`src/rtl/prog_div_pkg.sv`:
```
`timescale 1ns/1ps
package prog_div_pkg;
    typedef enum logic [1:0] {
        ST_HOLD  = 2'd0,
        ST_FREE  = 2'd1,
        ST_ARMED = 2'd2,
        ST_FIRED = 2'd3
    } shot_state_e;

    localparam int NUM_TAPS = 4;
    localparam int CODE_W   = $clog2(NUM_TAPS);
endpackage

```
`src/rtl/div_reset_gen.sv`:
```
`timescale 1ns/1ps
module div_reset_gen (
    input  logic por_pulse,
    input  logic auto_reset_n,
    input  logic master_reset,
    output logic rst_any
);
    logic por_gated;

    always_comb begin
        por_gated = por_pulse & ~auto_reset_n;
        rst_any   = master_reset | por_gated;
    end
endmodule

```
`src/rtl/div_counter.sv`:
```
`timescale 1ns/1ps
module div_counter #(
    parameter int STAGES = 16,
    parameter int TAP0   = 13,
    parameter int TAP1   = 10,
    parameter int TAP2   = 8,
    parameter int TAP3   = 16
) (
    input  logic                              clk,
    input  logic                              clr,
    output logic [STAGES-1:0]                 cnt,
    output logic [prog_div_pkg::NUM_TAPS-1:0] taps
);
    localparam int TAP_LIST [prog_div_pkg::NUM_TAPS] = '{TAP0, TAP1, TAP2, TAP3};

    logic [STAGES-1:0] cnt_q;
    logic [STAGES-1:0] carry;

    assign carry[0] = 1'b1;

    for (genvar i = 0; i < STAGES - 1; i++) begin : g_carry
        assign carry[i+1] = carry[i] & cnt_q[i];
    end

    always_ff @(posedge clk) begin
        if (clr) begin
            cnt_q <= '0;
        end else begin
            cnt_q <= cnt_q ^ carry;
        end
    end

    for (genvar t = 0; t < prog_div_pkg::NUM_TAPS; t++) begin : g_tap
        assign taps[t] = cnt_q[TAP_LIST[t]-1];
    end

    assign cnt = cnt_q;
endmodule

```
`src/rtl/div_tap_mux.sv`:
```
`timescale 1ns/1ps
module div_tap_mux (
    input  logic [prog_div_pkg::NUM_TAPS-1:0] taps,
    input  logic [prog_div_pkg::CODE_W-1:0]   code,
    output logic                              tap
);
    always_comb begin
        tap = taps[code];
    end
endmodule

```
`src/rtl/div_shot_fsm.sv`:
```
`timescale 1ns/1ps
module div_shot_fsm
    import prog_div_pkg::*;
(
    input  logic        clk,
    input  logic        rst_any,
    input  logic        mode,
    input  logic        tap,
    input  logic        polarity_sel,
    output logic        out,
    output shot_state_e state
);
    shot_state_e state_q;
    shot_state_e state_d;
    logic        mode_q;
    logic        mode_flip;

    assign mode_flip = mode ^ mode_q;

    always_ff @(posedge clk) begin
        mode_q <= mode;
        if (rst_any) begin
            state_q <= ST_HOLD;
        end else begin
            state_q <= state_d;
        end
    end

    always_comb begin
        state_d = state_q;
        unique case (state_q)
            ST_HOLD:  state_d = mode ? ST_FREE : ST_ARMED;
            ST_FREE:  if (mode_flip) state_d = ST_ARMED;
            ST_ARMED: begin
                if (mode_flip) begin
                    state_d = ST_FREE;
                end else if (tap) begin
                    state_d = ST_FIRED;
                end
            end
            ST_FIRED: if (mode_flip) state_d = ST_FREE;
            default:  state_d = ST_HOLD;
        endcase
    end

    always_comb begin
        if (rst_any) begin
            out = polarity_sel;
        end else begin
            unique case (state_q)
                ST_FIRED: out = ~polarity_sel;
                ST_HOLD,
                ST_FREE,
                ST_ARMED: out = tap ^ polarity_sel;
                default:  out = polarity_sel;
            endcase
        end
    end

    assign state = state_q;
endmodule

```
`src/rtl/prog_div_timer.sv`:
```
`timescale 1ns/1ps
module prog_div_timer
    import prog_div_pkg::*;
#(
    parameter int STAGES = 16,
    parameter int TAP00  = 13,
    parameter int TAP01  = 10,
    parameter int TAP10  = 8,
    parameter int TAP11  = 16
) (
    input  logic clk,
    input  logic por_pulse,
    input  logic auto_reset_n,
    input  logic master_reset,
    input  logic sel_a,
    input  logic sel_b,
    input  logic polarity_sel,
    input  logic mode,
    output logic out
);
    logic                rst_any;
    logic [STAGES-1:0]   cnt;
    logic [NUM_TAPS-1:0] taps;
    logic                tap;
    shot_state_e         fsm_state;

    div_reset_gen u_rst (
        .por_pulse    (por_pulse),
        .auto_reset_n (auto_reset_n),
        .master_reset (master_reset),
        .rst_any      (rst_any)
    );

    div_counter #(
        .STAGES (STAGES),
        .TAP0   (TAP00),
        .TAP1   (TAP01),
        .TAP2   (TAP10),
        .TAP3   (TAP11)
    ) u_cnt (
        .clk  (clk),
        .clr  (rst_any),
        .cnt  (cnt),
        .taps (taps)
    );

    div_tap_mux u_mux (
        .taps (taps),
        .code ({sel_a, sel_b}),
        .tap  (tap)
    );

    div_shot_fsm u_fsm (
        .clk          (clk),
        .rst_any      (rst_any),
        .mode         (mode),
        .tap          (tap),
        .polarity_sel (polarity_sel),
        .out          (out),
        .state        (fsm_state)
    );
endmodule

```
`config.mk`:
```
export PLATFORM = sky130hd
export DESIGN_NAME = prog_div_timer
export DESIGN_NICKNAME = d
export VERILOG_FILES = /design/src/rtl/prog_div_pkg.sv /design/src/rtl/div_reset_gen.sv /design/src/rtl/div_counter.sv /design/src/rtl/div_tap_mux.sv /design/src/rtl/div_shot_fsm.sv /design/src/rtl/prog_div_timer.sv
export SDC_FILE = /design/constraint.sdc
export NUM_CORES = 1
export LEC_CHECK = 0
export ABC_AREA = 1
export BUFFER_PORTS_ARGS = -buffer_cell sky130_fd_sc_hd__buf_4
export CAP_MARGIN = 0
export CORE_AREA = 4 4 45 47
export DETAILED_ROUTE_END_ITERATION = 10
export DIE_AREA = 0 0 49 51
export PLACE_DENSITY = 0.83
export SLEW_MARGIN = 20
export SYNTH_ARGS = -nofsm -noshare
export SYNTH_HDL_FRONTEND = slang
export SYNTH_SLANG_ARGS = --single-unit
export TNS_END_PERCENT = 1
```
`constraint.sdc`:
```
create_clock -name clk -period 4.73 [get_ports clk]
set_input_delay 0.946 -clock clk [delete_from_list [all_inputs] [get_ports clk]]
set_output_delay 0.946 -clock clk [all_outputs]
set_load 0.05 [all_outputs]
```
==> results_dict.tcl <==
set metrics [dict create \
    cp.buffers_inverters 0 \
    routabilityCongestion 0.806 \
    cts_buffer_depth 2 \
    ys_warn_count 0 \
    path_class "reg2reg" \
    cp-startpoint "u_cnt.cnt[0]" \
    synth_area_per_cell_sq_um 8.61 \
    ys_seq_area_share_pct 44.2 \
    cp.arrival_ps 3350 \
    wl_mm 1.10 \
    status "finished, final reports clean" \
    io-pin-count 9 \
    cts_root_buffer "clkbuf_4" \
    finalHoldViolations 0 \
    cts_tree "yes" \
    hold_path.class "reg2reg" \
    layout-drive-gt1-share_pct 15.3 \
    cts_resized 0 \
    synth_nets 122 \
    synth_compound_area_share_pct 5.67 \
    cp-end-kind "flop" \
    vias 587 \
    cts_buffers 3 \
    synth_fa_ha_area_share_pct 20.3 \
    r2r_start "u_cnt.cnt[0]" \
    max_stage_delay_ps 330 \
    fin_setup_tns_ps 0 \
    cp.required_ps 4930 \
    detail-route-antenna-nets 0 \
    coreArea_sq_um 1650 \
    path_max_fanout 2 \
    p_leak_nw 0.492 \
    synth_top_family_by_area "adder cells" \
    tightest_slew_ps 235 \
    numClockSinks 19 \
    port_buffers 8 \
    area_delta_synth_final_pct 11.6 \
    die_y_um 51 \
    crit_chain "ha_1 > ha_1 > ha_1 > ha_1 > ha_1 > ha_1 > ha_1 > ha_1 > ha_1 > ha_1 > ha_1 > ha_1 > ha_1 > ha_1 > xnor2_1 > nor2_1" \
    rsz0062_at_grt "false" \
    crit_path_frequent_cell "ha_1" \
    synthXorXnorAreaFrac_pct 1.02 \
    chipWidth_um 49 \
    holdCritStartpoint "u_cnt.cnt[0]" \
    nNetsFinal 134 \
    drtIter0Drc 4 \
    min_period_ps 3150 \
    routed-wl-met2_um 499 \
    drc 0 \
    maxSlewViolCount 0 \
    synthesis.instances 100 \
    ys_ff_latch 19 \
    insertion_delay_ps 290 \
    drt-met1-wl_um 521 \
    post-route-period-util_pct 66.7 \
    track_usage_pct 10.8 \
    slew_headroom_pct 84.1 \
    worst_clock_skew_ps 0.997 \
    cts_setup_buffers 0 \
    synth_cell_type_count 15 \
    overflow 0 \
    clock.fmax_mhz 317 \
    drt_first_pass_iters 4 \
    top_layer_used "met4" \
    ctsHtreeMaxLevel 1 \
    fp-row-count 15 \
    max_cap_viol_count 0 \
    grt_pass1_vias 530 \
    grt_max_degree 19 \
    start_util_pct 52.1 \
    viasPerCell 4.59 \
    irDropWorstVdd_mv 0.212 \
    dpl.hpwl_um 860 \
    muxShareOfSynthArea_pct 0 \
    startpoint_type "flop" \
    num_antenna_cells 0 \
    syn_area_sq_um 861 \
    synth_simple_gate_area_share_pct 17.6 \
    setup_violations 0 \
    grt_pass1_wl_mm 2.08 \
    wl_per_cell_um 8.63 \
    power.density_nw_per_um2 288 \
    holdBufCountCts 0 \
    clk_pin_slew_ps 110 \
    crit_family "adder cells" \
    antenna_found_initial 0 \
    holdWs_ps 434 \
    die_area_sq_um 2500 \
    route.met3.wl_um 65 \
    critical_path.slowest_cell "dfxtp_1" \
]
Yosys cell counts:
| master | count | share of area [%] |
|---|---|---|
| a21oi_1 | 2 | 1.2 |
| a21oi_4 | 1 | 1.9 |
| a31oi_2 | 1 | 1.5 |
| buf_6 | 1 | 1.3 |
| dfxtp_1 | 19 | 44 |
| ha_1 | 14 | 20 |
| inv_1 | 21 | 9.2 |
| inv_4 | 1 | 0.73 |
| nand2_1 | 17 | 7.4 |
| nand3_1 | 3 | 1.7 |
| nand3b_1 | 1 | 0.87 |
| nor2_1 | 14 | 6.1 |
| nor2_2 | 2 | 1.5 |
| o21ai_0 | 2 | 1.2 |
| xnor2_1 | 1 | 1.0 |
flip-flops by register name, indices dropped and copies added (netlist names):
name and flops:
u_cnt.cnt 16, u_fsm.state 2, u_fsm.mode_q 1
per-layer routing:
metal,track usage [%],vias up
met1,12.2,251
li1,-,324
met3,6.12,2
met4,5.38,0
met5,0,-
met2,16.3,10
worst register-to-register path: stages, from the launching register on:
cell	delay, ps
dfxtp_1	330
ha_1	200
ha_1	180
ha_1	180
ha_1	180
ha_1	180
ha_1	180
ha_1	180
ha_1	180
ha_1	180
ha_1	180
ha_1	180
ha_1	180
ha_1	180
ha_1	190
xnor2_1	140
nor2_1	60
area by class of cell:
cell class / instances / area, sq um
timing repair buffer: 8 / 60.1
inverter: 22 / 85.1
tap: 17 / 21.3
multi-input combinational: 58 / 384
sequential: 19 / 380
fill: 137 / 691
clock inverter: 1 / 7.51
clock buffer: 3 / 22.5
cells by family after synthesis:
group           count (synthesis)
buf+inv                        23
compound gates                  6
fa+ha+maj                      14
xor+xnor                        1
simple gates                   37
flops                          19
where the power goes:
part	internal (W)	total, W	switching [W]
logic	0.0000113	0.0000278	0.0000165
registers	0.000164	0.000166	0.00000250
clock network	0.0000322	0.0000827	0.0000505
path summary, 6_finish.rpt:
| kind | endpoint | cells after the start | slack, ps |
|---|---|---|---|
| worst max-delay path | u_cnt.cnt[15] | 16 | 1580 |
| worst min-delay path | u_cnt.cnt[0] | 1 | 430 |
| worst max register to register | u_cnt.cnt[15] | 16 | 1580 |
| worst min register to register | u_cnt.cnt[0] | 1 | 430 |
metrics by stage:
stage / utilization [%] / power [W] / setup slack (ps) / std cells / cell area (sq um)
5_1_grt: 58.2 / 0.000294 / 1410 / 128 / 961
3_5_place_dp: 56.4 / 0.000198 / 1560 / 124 / 931
4_1_cts: 58.2 / 0.000283 / 1530 / 128 / 961
3_3_place_gp: 56.4 / 0.000197 / 1640 / 124 / 931
2_1_floorplan: - / 0.000189 / 1730 / 100 / 861
6_report: 58.2 / 0.000277 / 1580 / 128 / 961
cells in the final DEF (no fill, tap or decap), drive strengths merged:
master and instances:
inv 22, dfxtp 19, nand2 17, nor2 16, ha 14, buf 8, nand3 3, clkbuf 3
a21oi 3, o21ai 2, nand3b 1, a31oi 1, xnor2 1, clkinvlp 1
(Power assumes the default switching activity.)
